===== src/rtl/dma3d_pkg.sv =====
package dma3d_pkg;

  typedef enum logic [1:0] {
    ST_IDLE = 2'd0,
    ST_RUN  = 2'd1,
    ST_DONE = 2'd2
  } seq_state_t;

  // register indices
  localparam logic [2:0] RA_SRC   = 3'd0;
  localparam logic [2:0] RA_DST   = 3'd1;
  localparam logic [2:0] RA_DIMS  = 3'd2;
  localparam logic [2:0] RA_ROWS  = 3'd3;
  localparam logic [2:0] RA_FRMS  = 3'd4;
  localparam logic [2:0] RA_OPT   = 3'd5;
  localparam logic [2:0] RA_CNT   = 3'd6;
  localparam logic [2:0] RA_CLR   = 3'd7;

  // option bits
  localparam int OPT_FIN_IRQ = 0;
  localparam int OPT_MID_IRQ = 1;
  localparam int OPT_CHAIN   = 2;
  localparam int OPT_QUEUE   = 3;
  localparam int OPT_W       = 4;

  // clear bits
  localparam int CLR_FIN  = 0;
  localparam int CLR_MID  = 1;
  localparam int CLR_MISS = 2;
  localparam int CLR_CERR = 3;
  localparam int CLR_W    = 4;

endpackage


===== src/rtl/dma3d_regs.sv =====
module dma3d_regs
  import dma3d_pkg::*;
#(
  parameter int AW = 32,
  parameter int CW = 16,
  parameter int SW = 16
) (
  input  logic              clk,
  input  logic              rst_n,
  input  logic              cfg_we,
  input  logic [2:0]        cfg_addr,
  input  logic [AW-1:0]     cfg_wdata,
  output logic [AW-1:0]     src_base,
  output logic [AW-1:0]     dst_base,
  output logic [CW-1:0]     acnt,
  output logic [CW-1:0]     bcnt,
  output logic [SW-1:0]     src_rs,
  output logic [SW-1:0]     dst_rs,
  output logic [SW-1:0]     src_fs,
  output logic [SW-1:0]     dst_fs,
  output logic [OPT_W-1:0]  opts,
  output logic              arm,
  output logic [CW-1:0]     arm_cnt,
  output logic              qtrig,
  output logic              cerr_set,
  output logic [CLR_W-1:0]  clr
);
  localparam int HALF = AW / 2;

  logic cnt_ok;
  logic qtrig_q;

  always_ff @(posedge clk) begin
    if (!rst_n) begin
      src_base <= '0;
      dst_base <= '0;
      acnt     <= '0;
      bcnt     <= '0;
      src_rs   <= '0;
      dst_rs   <= '0;
      src_fs   <= '0;
      dst_fs   <= '0;
      opts     <= '0;
    end else if (cfg_we) begin
      case (cfg_addr)
        RA_SRC:  src_base <= cfg_wdata;
        RA_DST:  dst_base <= cfg_wdata;
        RA_DIMS: begin
          acnt <= cfg_wdata[CW-1:0];
          bcnt <= cfg_wdata[HALF +: CW];
        end
        RA_ROWS: begin
          src_rs <= cfg_wdata[SW-1:0];
          dst_rs <= cfg_wdata[HALF +: SW];
        end
        RA_FRMS: begin
          src_fs <= cfg_wdata[SW-1:0];
          dst_fs <= cfg_wdata[HALF +: SW];
        end
        RA_OPT:  opts <= cfg_wdata[OPT_W-1:0];
        default: ;
      endcase
    end
  end

  // frame-count write arms the channel; queue mode only accepts a count of one
  assign arm      = cfg_we && (cfg_addr == RA_CNT);
  assign cnt_ok   = !opts[OPT_QUEUE] || (cfg_wdata[CW-1:0] == CW'(1));
  assign arm_cnt  = cnt_ok ? cfg_wdata[CW-1:0] : '0;
  assign cerr_set = arm && !cnt_ok;
  assign clr      = (cfg_we && (cfg_addr == RA_CLR)) ? cfg_wdata[CLR_W-1:0] : '0;

  // queue trigger fires the cycle after the count is loaded
  always_ff @(posedge clk) begin
    if (!rst_n) qtrig_q <= 1'b0;
    else        qtrig_q <= arm && opts[OPT_QUEUE] && cnt_ok;
  end
  assign qtrig = qtrig_q;

endmodule


===== src/rtl/dma3d_addr_gen.sv =====
module dma3d_addr_gen #(
  parameter int AW = 32,
  parameter int CW = 16,
  parameter int SW = 16
) (
  input  logic          clk,
  input  logic          rst_n,
  input  logic          arm,
  input  logic [AW-1:0] src_base,
  input  logic [AW-1:0] dst_base,
  input  logic          start,
  input  logic          beat,
  input  logic          frame_adv,
  input  logic [CW-1:0] acnt,
  input  logic [CW-1:0] bcnt,
  input  logic [SW-1:0] src_rs,
  input  logic [SW-1:0] dst_rs,
  input  logic [SW-1:0] src_fs,
  input  logic [SW-1:0] dst_fs,
  output logic [AW-1:0] src_addr,
  output logic [AW-1:0] dst_addr,
  output logic          last_beat,
  output logic          dims_zero
);

  function automatic logic [AW-1:0] widen_stride(input logic [SW-1:0] s);
    return {{(AW-SW){s[SW-1]}}, s};
  endfunction

  function automatic logic [AW-1:0] add_stride(input logic [AW-1:0] a,
                                               input logic [SW-1:0] s);
    return a + widen_stride(s);
  endfunction

  function automatic logic [AW-1:0] add_offset(input logic [AW-1:0] a,
                                               input logic [CW-1:0] k);
    return a + {{(AW-CW){1'b0}}, k};
  endfunction

  logic [AW-1:0] fsrc_q, fdst_q;   // frame base
  logic [AW-1:0] rsrc_q, rdst_q;   // row base
  logic [CW-1:0] k_q, r_q;
  logic          row_end;

  assign row_end   = (k_q == acnt - CW'(1));
  assign last_beat = row_end && (r_q == bcnt - CW'(1));
  assign dims_zero = (acnt == '0) || (bcnt == '0);
  assign src_addr  = add_offset(rsrc_q, k_q);
  assign dst_addr  = add_offset(rdst_q, k_q);

  always_ff @(posedge clk) begin
    if (!rst_n) begin
      fsrc_q <= '0;
      fdst_q <= '0;
    end else if (arm) begin
      fsrc_q <= src_base;
      fdst_q <= dst_base;
    end else if (frame_adv) begin
      fsrc_q <= add_stride(fsrc_q, src_fs);
      fdst_q <= add_stride(fdst_q, dst_fs);
    end
  end

  always_ff @(posedge clk) begin
    if (!rst_n) begin
      rsrc_q <= '0;
      rdst_q <= '0;
      k_q    <= '0;
      r_q    <= '0;
    end else if (start) begin
      rsrc_q <= fsrc_q;
      rdst_q <= fdst_q;
      k_q    <= '0;
      r_q    <= '0;
    end else if (beat) begin
      if (row_end) begin
        k_q    <= '0;
        r_q    <= r_q + CW'(1);
        rsrc_q <= add_stride(rsrc_q, src_rs);
        rdst_q <= add_stride(rdst_q, dst_rs);
      end else begin
        k_q <= k_q + CW'(1);
      end
    end
  end

endmodule


===== src/rtl/dma3d_ctrl.sv =====
module dma3d_ctrl
  import dma3d_pkg::*;
#(
  parameter int CW = 16
) (
  input  logic             clk,
  input  logic             rst_n,
  input  logic             trig,
  input  logic             qtrig,
  input  logic             arm,
  input  logic [CW-1:0]    arm_cnt,
  input  logic             cerr_set,
  input  logic [CLR_W-1:0] clr,
  input  logic [OPT_W-1:0] opts,
  input  logic             dims_zero,
  input  logic             req_ready,
  input  logic             last_beat,
  output logic             req_valid,
  output logic             beat,
  output logic             start,
  output logic             frame_adv,
  output logic             chain_out,
  output logic [CW-1:0]    frames_left,
  output logic             pend_final,
  output logic             pend_mid,
  output logic             evt_miss,
  output logic             cnt_err,
  output logic             busy,
  output logic             irq
);

  seq_state_t    state_q;
  logic          held_q;
  logic [CW-1:0] frames_q;
  logic          final_frame;
  logic          evt;

  assign req_valid   = (state_q == ST_RUN);
  assign beat        = req_valid && req_ready;
  assign frame_adv   = (state_q == ST_DONE);
  assign final_frame = (frames_q == CW'(1));
  assign chain_out   = frame_adv && opts[OPT_CHAIN] && !final_frame;
  assign evt         = trig || qtrig || chain_out;
  assign start       = (state_q == ST_IDLE) && (frames_q != '0) && (evt || held_q);
  assign busy        = (state_q != ST_IDLE) || held_q;
  assign frames_left = frames_q;
  assign irq         = (pend_final && opts[OPT_FIN_IRQ]) || (pend_mid && opts[OPT_MID_IRQ]);

  always_ff @(posedge clk) begin
    if (!rst_n) begin
      state_q  <= ST_IDLE;
      held_q   <= 1'b0;
      frames_q <= '0;
      evt_miss <= 1'b0;
    end else begin
      if (clr[CLR_MISS]) evt_miss <= 1'b0;
      // a trigger during a frame is held once; a second one is lost
      if ((state_q != ST_IDLE) && evt) begin
        if (held_q) evt_miss <= 1'b1;
        else        held_q   <= 1'b1;
      end
      case (state_q)
        ST_IDLE: begin
          if (start) begin
            state_q <= dims_zero ? ST_DONE : ST_RUN;
            held_q  <= 1'b0;
          end else if (frames_q == '0) begin
            held_q <= 1'b0;
          end
        end
        ST_RUN: begin
          if (beat && last_beat) state_q <= ST_DONE;
        end
        ST_DONE: begin
          frames_q <= frames_q - CW'(1);
          state_q  <= ST_IDLE;
          if (final_frame) held_q <= 1'b0;
        end
        default: state_q <= ST_IDLE;
      endcase
      if (arm) frames_q <= arm_cnt;
    end
  end

  always_ff @(posedge clk) begin
    if (!rst_n) begin
      pend_final <= 1'b0;
      pend_mid   <= 1'b0;
      cnt_err    <= 1'b0;
    end else begin
      pend_final <= (pend_final && !clr[CLR_FIN]) || (frame_adv && final_frame);
      pend_mid   <= (pend_mid && !clr[CLR_MID]) || (frame_adv && !final_frame);
      cnt_err    <= (cnt_err && !clr[CLR_CERR]) || cerr_set;
    end
  end

endmodule


===== src/rtl/dma3d_seq.sv =====
module dma3d_seq
  import dma3d_pkg::*;
#(
  parameter int AW = 32,
  parameter int CW = 16,
  parameter int SW = 16
) (
  input  logic          clk,
  input  logic          rst_n,
  input  logic          cfg_we,
  input  logic [2:0]    cfg_addr,
  input  logic [AW-1:0] cfg_wdata,
  input  logic          trig,
  input  logic          req_ready,
  output logic          req_valid,
  output logic [AW-1:0] req_src,
  output logic [AW-1:0] req_dst,
  output logic          req_last,
  output logic          chain_out,
  output logic          irq,
  output logic [CW-1:0] frames_left,
  output logic          pend_final,
  output logic          pend_mid,
  output logic          evt_miss,
  output logic          cnt_err,
  output logic          busy
);

  logic [AW-1:0]    src_base, dst_base;
  logic [CW-1:0]    acnt, bcnt;
  logic [SW-1:0]    src_rs, dst_rs, src_fs, dst_fs;
  logic [OPT_W-1:0] opts;
  logic             arm, qtrig, cerr_set;
  logic [CW-1:0]    arm_cnt;
  logic [CLR_W-1:0] clr;
  logic             beat, start, frame_adv, last_beat, dims_zero;

  dma3d_regs #(.AW(AW), .CW(CW), .SW(SW)) u_regs (
    .clk(clk), .rst_n(rst_n), .cfg_we(cfg_we), .cfg_addr(cfg_addr),
    .cfg_wdata(cfg_wdata), .src_base(src_base), .dst_base(dst_base),
    .acnt(acnt), .bcnt(bcnt), .src_rs(src_rs), .dst_rs(dst_rs),
    .src_fs(src_fs), .dst_fs(dst_fs), .opts(opts), .arm(arm),
    .arm_cnt(arm_cnt), .qtrig(qtrig), .cerr_set(cerr_set), .clr(clr)
  );

  dma3d_addr_gen #(.AW(AW), .CW(CW), .SW(SW)) u_addr (
    .clk(clk), .rst_n(rst_n), .arm(arm), .src_base(src_base),
    .dst_base(dst_base), .start(start), .beat(beat), .frame_adv(frame_adv),
    .acnt(acnt), .bcnt(bcnt), .src_rs(src_rs), .dst_rs(dst_rs),
    .src_fs(src_fs), .dst_fs(dst_fs), .src_addr(req_src), .dst_addr(req_dst),
    .last_beat(last_beat), .dims_zero(dims_zero)
  );

  dma3d_ctrl #(.CW(CW)) u_ctrl (
    .clk(clk), .rst_n(rst_n), .trig(trig), .qtrig(qtrig), .arm(arm),
    .arm_cnt(arm_cnt), .cerr_set(cerr_set), .clr(clr), .opts(opts),
    .dims_zero(dims_zero), .req_ready(req_ready), .last_beat(last_beat),
    .req_valid(req_valid), .beat(beat), .start(start), .frame_adv(frame_adv),
    .chain_out(chain_out), .frames_left(frames_left), .pend_final(pend_final),
    .pend_mid(pend_mid), .evt_miss(evt_miss), .cnt_err(cnt_err),
    .busy(busy), .irq(irq)
  );

  assign req_last = req_valid && last_beat;

endmodule


===== config.mk =====
export PLATFORM = sky130hd
export DESIGN_NAME = dma3d_seq
export DESIGN_NICKNAME = d
export VERILOG_FILES = /design/src/rtl/dma3d_pkg.sv /design/src/rtl/dma3d_regs.sv /design/src/rtl/dma3d_addr_gen.sv /design/src/rtl/dma3d_ctrl.sv /design/src/rtl/dma3d_seq.sv
export SDC_FILE = /design/constraint.sdc
export NUM_CORES = 1
export LEC_CHECK = 0
export ABC_AREA = 1
export BUFFER_PORTS_ARGS = -buffer_cell sky130_fd_sc_hd__buf_2
export CAP_MARGIN = 20
export CORE_MARGIN = 5
export CORE_UTILIZATION = 38
export DETAILED_ROUTE_END_ITERATION = 16
export GPL_TIMING_DRIVEN = 0
export PLACE_DENSITY = 0.54
export SYNTH_ARGS = -nofsm -noshare
export SYNTH_HDL_FRONTEND = slang
export SYNTH_SLANG_ARGS = --single-unit

===== constraint.sdc =====
create_clock -name clk -period 2.8 [get_ports clk]
set_input_delay 0.56 -clock clk [delete_from_list [all_inputs] [get_ports clk]]
set_output_delay 0.56 -clock clk [all_outputs]
set_load 0.01 [all_outputs]

==> impl_metrics.py, run 1 <==
metrics = {
    "status": {
        "outcome": "complete, but fails checks",
        "violations": "setup timing",
    },
    "global_route": {
        "antenna_found_initial": 0,
        "grt_pass1_wl_um": 163000,
        "grt_max_degree": 19,
        "grtUsageTotal": 0.289,
        "grt-ovfl-total": 0,
        "grt_pass1_vias": 26309,
    },
    "floorplanning": {
        "die-width_um": 270,
        "die_area_um2": 72700,
        "num_rows": 95,
        "pin_count": 129,
        "die_h_um": 270,
        "start_util": 0.382,
        "core_um2": 67000,
    },
    "drt": {
        "drt_iter0_drc": 2376,
        "wl_per_cell_um": 21.4,
        "dr.pass1.iters": 8,
        "detail_route.vias_per_cell": 5.46,
        "drtAntennaViolNets": 0,
        "num_vias": 28275,
        "drc": 0,
        "wl_um": 111000,
    },
    "sta": {
        "hold_viol": 0,
        "rsz0062_at_grt": "yes",
        "min_period_ns": 3.52,
        "setup_violations": 59,
        "setup_slack_ns": -0.723,
        "fin_skew_ns": 0.0243,
        "finalMaxSlewViolations": 0,
        "fin_crit_sh": 1.26,
        "worstMarginPinSlew_ns": 1.29,
        "slew-limit-headroom": 0.141,
        "fin_hold_ws_ns": 0.296,
        "fmax_ghz": 0.284,
    },
    "layout": {
        "fill_cells": 7162,
        "area_growth_pct": 20.0,
        "nNetsFinal": 4484,
        "final_area_um2": 30700,
        "final_layout_size_suffix_gt1_frac": 0.126,
        "multi_input_comb_area_um2": 17800,
        "ff_latch_area_um2": 7040,
        "diodes": 0,
    },
    "yosys": {
        "synth_top_area_cell": "dfxtp_1",
        "avgSynthCellArea_um2": 6.33,
        "synthCells": 4043,
        "synthTopCellsByCount": "nand2_1 (973), nor2_1 (509), inv_1 (392)",
        "synthTopCellsByArea": "dfxtp_1 (27%), nand2_1 (14%), ha_1 (8.0%)",
        "synth_most_common_cell": "nand2_1",
        "synth.top_cell.area_share": 0.272,
        "synthArstFlopShare": 0,
        "synth_edf_count": 0,
        "synth_nets": 4253,
        "netlist_area_um2": 25600,
        "synth_cell_types": 52,
        "ys_seq_area_frac": 0.272,
        "ys_warn_count": 0,
        "synthFlopType": "dfxtp_1",
        "ys_ff_latch": 348,
    },
    "pwr": {
        "p_clk_frac": 0.342,
        "total_leakage_power_nw": 14.0,
        "total_power_w": 0.0170,
        "p_per_area_nw_per_um2": 555,
        "combPwrFrac": 0.332,
        "p_int_w": 0.0101,
        "switching_share": 0.406,
        "power_frac_seq": 0.326,
        "vdd_drop_max_v": 0.000431,
        "power.switching_w": 0.00692,
    },
    "worst_setup_path": {
        "cp_data_required_time_ns": 2.24,
        "crit_path_start_kind": "flip-flop",
        "arrival_ns": 2.96,
        "ff2ff_path_depth": 12,
        "crit_path_end_kind": "output port",
        "critical_path_class": "flip-flop to output port",
        "cp_max_fo": 6,
    },
    "clock_network": {
        "clock-root-buffer": "clkbuf_16",
        "clock_latency_ns": 0.60,
        "ctsHoldBuffers": 0,
        "clk_path_buf_depth": 3,
        "cts_tree": "done",
        "cts_max_level": 2,
        "clkTransAtPathRegs_ns": 0.06,
        "clock-sinks": 348,
        "numCtsBuffers": 43,
    },
    "place": {
        "place.gp.congestion": 0.974,
        "post-dp-hpwl_um": 87200,
        "port_buffers": 127,
        "place_ws_ns": -0.772,
        "dpl-instance-area_um2": 27400,
    },
    "job": {
        "max_cap_viol_count": 0,
    },
    "worst_hold_path": {
        "hp-class": "input port to flip-flop",
        "hold_path_depth": 3,
    },
}
## critical path, stage by stage (launching register included)
cell and delay [ns]:
dfxtp_4 0.40, clkinvlp_4 0.17, fa_2 0.42, nand3b_1 0.18, nand2_2 0.11, a31oi_4 0.10, o21ai_2 0.21, nand3_2 0.12
nand2_4 0.14, buf_4 0.13, nand3_2 0.06, xnor2_1 0.17, buf_2 0.16
## logic make-up (layout without fill, tap and decap cells)
| family | count (synthesis) | after routing | synth area share |
|---|---|---|---|
| AND/OR/NAND/NOR | 1973 | 1973 | 0.325 |
| buffers and inverters | 532 | 796 | 0.0821 |
| XOR/XNOR | 168 | 168 | 0.0578 |
| flip-flops | 348 | 348 | 0.272 |
| adder cells (fa/ha/maj) | 170 | 170 | 0.0848 |
| AO/OA/AOI/OAI | 852 | 852 | 0.179 |
## path summary, 6_finish.rpt
kind	startpoint	end	slack (ns)
setup / recovery	u_addr.k_q[1]	req_src[30]	-0.72
hold / removal	cfg_wdata[2]	u_ctrl.frames_left[2]	0.30
setup reg to reg	u_ctrl.frames_left[8]	u_addr.rdst_q[8]	0.04
hold reg to reg	u_regs.dst_base[31]	u_regs.dst_base[31]	0.45
## what timing repair did
item,in CTS,in global routing
setup endpoints to repair,151,151
pin swaps,49,46
gates resized for setup,239,102
buffers inserted,45,22
hold endpoints to repair,0,0
## routing by layer
layer,up-vias,track usage,part of all wire
li1,13888,-,-
met5,-,0,0
met3,171,0.0298,0.063
met1,13269,0.400,0.45
met4,0,0.0832,0.032
met2,947,0.478,0.45
## state kept, by name, summed over array words and instances (netlist names), 32 cells and up
signal           flops
u_addr.rdst_q       32
u_addr.rsrc_q       32
u_regs.src_base     32
u_addr.fdst_q       32
u_regs.dst_base     32
u_addr.fsrc_q       32
## area by class of cell
cell class | instances | share of cell area
clock inverter | 18 | 0.00688
inverter | 405 | 0.0497
multi-input combinational | 3163 | 0.579
buffer | 125 | 0.0194
clock buffer | 60 | 0.0404
timing repair buffer | 188 | 0.0404
sequential | 348 | 0.229
tap | 873 | 0.0356
## metrics by stage
step / utilization / TNS (ns) / cells
2_1_floorplan: - / 0 / 4043
3_3_place_gp: 0.408 / -35.24 / 5043
3_5_place_dp: 0.408 / -34.75 / 5043
4_1_cts: 0.450 / -25.11 / 5165
5_1_grt: 0.458 / -34.59 / 5180
6_report: 0.458 / -29.73 / 5180
## power groups by stage
stage,combinational [W],clock [W],sequential (W)
after global routing,0.00603,0.00612,0.00558
after global placement,0.00545,0,0.00565
after floorplan,0.00325,0,0.00557
final,0.00567,0.00583,0.00555
after detailed placement,0.00544,0,0.00565
after CTS,0.00554,0.00589,0.00554
## cells in the final DEF (no fill, tap or decap), types with 18 or more instances in the layout
cell / instances
a21oi_1: 351
a22o_1: 23
a31oi_1: 38
buf_2: 139
buf_4: 42
buf_6: 37
clkbuf_1: 88
clkbuf_16: 43
dfxtp_1: 320
ha_1: 140
ha_4: 20
inv_1: 384
nand2_1: 937
nand2_2: 24
nand2_4: 18
nand3_1: 271
nand3b_1: 31
nand4_1: 48
nor2_1: 492
nor2_2: 20
nor3_1: 47
nor4_1: 18
o21ai_0: 333
xnor2_1: 61
xor2_1: 78
No activity file was read; power rests on OpenSTA's default activity.
==> run 2, diff against run 1 <==
--- a/config.mk
+++ b/config.mk
@@ -12,7 +12,7 @@
 export CORE_UTILIZATION = 38
 export DETAILED_ROUTE_END_ITERATION = 16
 export GPL_TIMING_DRIVEN = 0
-export PLACE_DENSITY = 0.54
+export PLACE_DENSITY = 0.52
 export SYNTH_ARGS = -nofsm -noshare
 export SYNTH_HDL_FRONTEND = slang
 export SYNTH_SLANG_ARGS = --single-unit
==> constraint.sdc (replaced) <==
create_clock -name clk -period 3.6 [get_ports clk]
set_input_delay 0.72 -clock clk [delete_from_list [all_inputs] [get_ports clk]]
set_output_delay 0.72 -clock clk [all_outputs]
set_load 0.01 [all_outputs]
==> run 2 against run 1 <==
  * The run now ends clean
  * Global-route usage increased by 0.30 points
  * Sequential power decreased by 22%
  * Die area unchanged
  * Sequential share of layout area increased by 0.87 points
  * Utilization decreased by 1.9 points
  * Routed wire length increased by 0.34%
  * Via count decreased by 1.0%
  * Clock skew increased by 0.023 ns
  * Design area decreased by 4.1%
  * Setup slack improved by 0.73 ns
  * Combinational power decreased by 23%
==> impl_metrics.py, run 2 (synthesized netlist as in run 1, its figures left out) <==
metrics = {
    "pwr": {
        "p_clk_frac": 0.328,
        "power_frac_seq": 0.335,
        "vdd_drop_max_v": 0.000300,
        "p_int_w": 0.00762,
        "power.switching_w": 0.00528,
        "total_leakage_power_nw": 13.5,
        "combPwrFrac": 0.337,
        "switching_share": 0.409,
        "p_per_area_nw_per_um2": 438,
    },
    "sta": {
        "fin_hold_ws_ns": 0.425,
        "fin_crit_sh": 0.998,
        "slew-limit-headroom": 0.200,
        "min_period_ns": 3.59,
        "hold_viol": 0,
        "fmax_ghz": 0.278,
        "final.setup.tns_ns": 0,
        "finalMaxSlewViolations": 0,
        "rsz0062_at_grt": "yes",
        "fin_skew_ns": 0.0472,
        "worstMarginPinSlew_ns": 1.20,
        "setup_slack_ns": 0.00691,
        "setup_violations": 0,
    },
    "worst_setup_path": {
        "r2r-start": "u_ctrl.frames_left[8]",
        "critical_path_class": "flip-flop to output port",
        "max_stage_delay_ns": 0.39,
        "crit_path_start_kind": "flip-flop",
        "crit_buf_inv": 3,
        "cp-startpoint": "u_addr.k_q[0]",
        "cp_data_required_time_ns": 2.88,
        "cp_max_fo": 4,
        "path_cells": "ha_4 -> inv_2 -> fa_2 -> nand3b_1 -> nand2_2 -> a31oi_4 -> o21ai_4 -> nand3_2 -> nand2_4 -> buf_6 -> nand4_1 -> xnor2_1 -> buf_2",
        "crit_path_end_kind": "output port",
        "slowest_stage": "fa_2",
        "arrival_ns": 2.87,
        "critPathTopFamily": "simple AND/OR/NAND/NOR gates",
    },
    "layout": {
        "nNetsFinal": 4459,
        "final_area_um2": 29500,
        "final_common_cell": "nand2_1",
        "area_growth_pct": 15.1,
        "finalNonFillerCells": 5149,
        "diodes": 0,
        "fill_cells": 7380,
        "layout_common_cells": "nand2_1 (957), nor2_1 (499), inv_1 (388), a21oi_1 (362), o21ai_0 (343)",
        "final_layout_size_suffix_gt1_frac": 0.0926,
    },
    "drt": {
        "drtAntennaViolNets": 0,
        "met1_length_um": 50600,
        "drc": 0,
        "wl_met2_um": 49800,
        "wl_per_cell_um": 21.6,
        "num_vias": 27983,
        "top_layer_used": "met5",
        "dr.pass1.iters": 7,
        "detail_route.vias_per_cell": 5.43,
        "dr_wl_met3_um": 7400,
        "drt_iter0_drc": 2348,
        "wl_um": 111000,
    },
    "global_route": {
        "grt_max_degree": 19,
        "grtUsageTotal": 0.292,
        "antenna_found_initial": 1,
        "grt_pass1_wl_um": 165000,
        "grt_pass1_vias": 26230,
        "grt-ovfl-total": 0,
    },
    "place": {
        "place.gp.congestion": 0.971,
        "post-dp-hpwl_um": 88800,
        "place_inst": 5044,
        "dpl-instance-area_um2": 27300,
        "place_ws_ns": -0.390,
        "port_buffers": 127,
    },
    "clock_network": {
        "ctsHoldBuffers": 0,
        "clock-root-buffer": "clkbuf_16",
        "clock-sinks": 348,
        "clk_path_buf_depth": 3,
        "clkTransAtPathRegs_ns": 0.06,
        "cts_tree": "done",
        "numCtsBuffers": 42,
        "cts_max_level": 2,
        "clock_latency_ns": 0.60,
    },
    "worst_hold_path": {
        "hp-class": "input port to flip-flop",
        "min-delay-start": "cfg_wdata[2]",
    },
    "floorplanning": {
        "die-width_um": 270,
        "core_um2": 67000,
        "pin_count": 129,
        "start_util": 0.382,
        "die_area_um2": 72700,
        "num_rows": 95,
        "die_h_um": 270,
    },
    "job": {
        "max_cap_viol_count": 0,
    },
    "status": {
        "outcome": "complete, no violations",
    },
}
## run 2: cell count changes in the layout (fill, tap and decap cells not counted), sizes merged
cell,before,now
clkdlybuf4s15,1,0
buf,227,201
clkbuf,145,146
clkinv,18,13
bufinv,3,2
clkinvlp,2,3
## run 2: final timing paths
kind	depth (start not counted)	endpoint	slack, ns
worst max-delay path	13	req_src[28]	0.007
worst min-delay path	3	u_ctrl.frames_left[2]	0.42
worst max register to register	11	u_addr.rdst_q[22]	0.37
worst min register to register	2	u_regs.dst_base[31]	0.46
## run 2: metal layers
metal,vias to the layer above,track usage
met5,-,0
met4,2,0.0740
met3,154,0.0375
met2,900,0.478
met1,13072,0.408
li1,13855,-
## run 2: power groups by stage
stage | registers [W] | clock network [W] | logic [W]
floorplan | 0.00433 | 0 | 0.00253
global placement | 0.00440 | 0 | 0.00427
detailed placement | 0.00439 | 0 | 0.00425
CTS | 0.00431 | 0.00429 | 0.00428
global route | 0.00434 | 0.00442 | 0.00464
finish | 0.00432 | 0.00423 | 0.00435
## run 2: layout make-up
class                      instances  area, µm²  share of cell area
inverter                         405       1520              0.0517
timing repair buffer             162        943              0.0320
buffer                           127        581              0.0197
clock buffer                      58       1170              0.0398
sequential                       348       7010               0.238
multi-input combinational       3163      17000               0.576
tap                              873       1090              0.0371
clock inverter                    13        160             0.00544
## run 2: tightest hold or removal path, stage by stage
cell     delay, ns
buf_2         0.12
nand2_1       0.07
a31oi_1       0.06
## run 2: timing repair
action | in CTS | in global routing
resized for setup | 83 | 58
endpoints found under the setup margin | 49 | 35
setup buffers | 12 | 21
pin swaps | 15 | 23
gates cloned | 0 | 0
## run 2: per-stage QoR
stage	total power (W)	util
floorplan	0.00686	-
global placement	0.00867	0.408
detailed placement	0.00864	0.408
finish	0.0129	0.439
CTS	0.0129	0.434
global route	0.0134	0.439
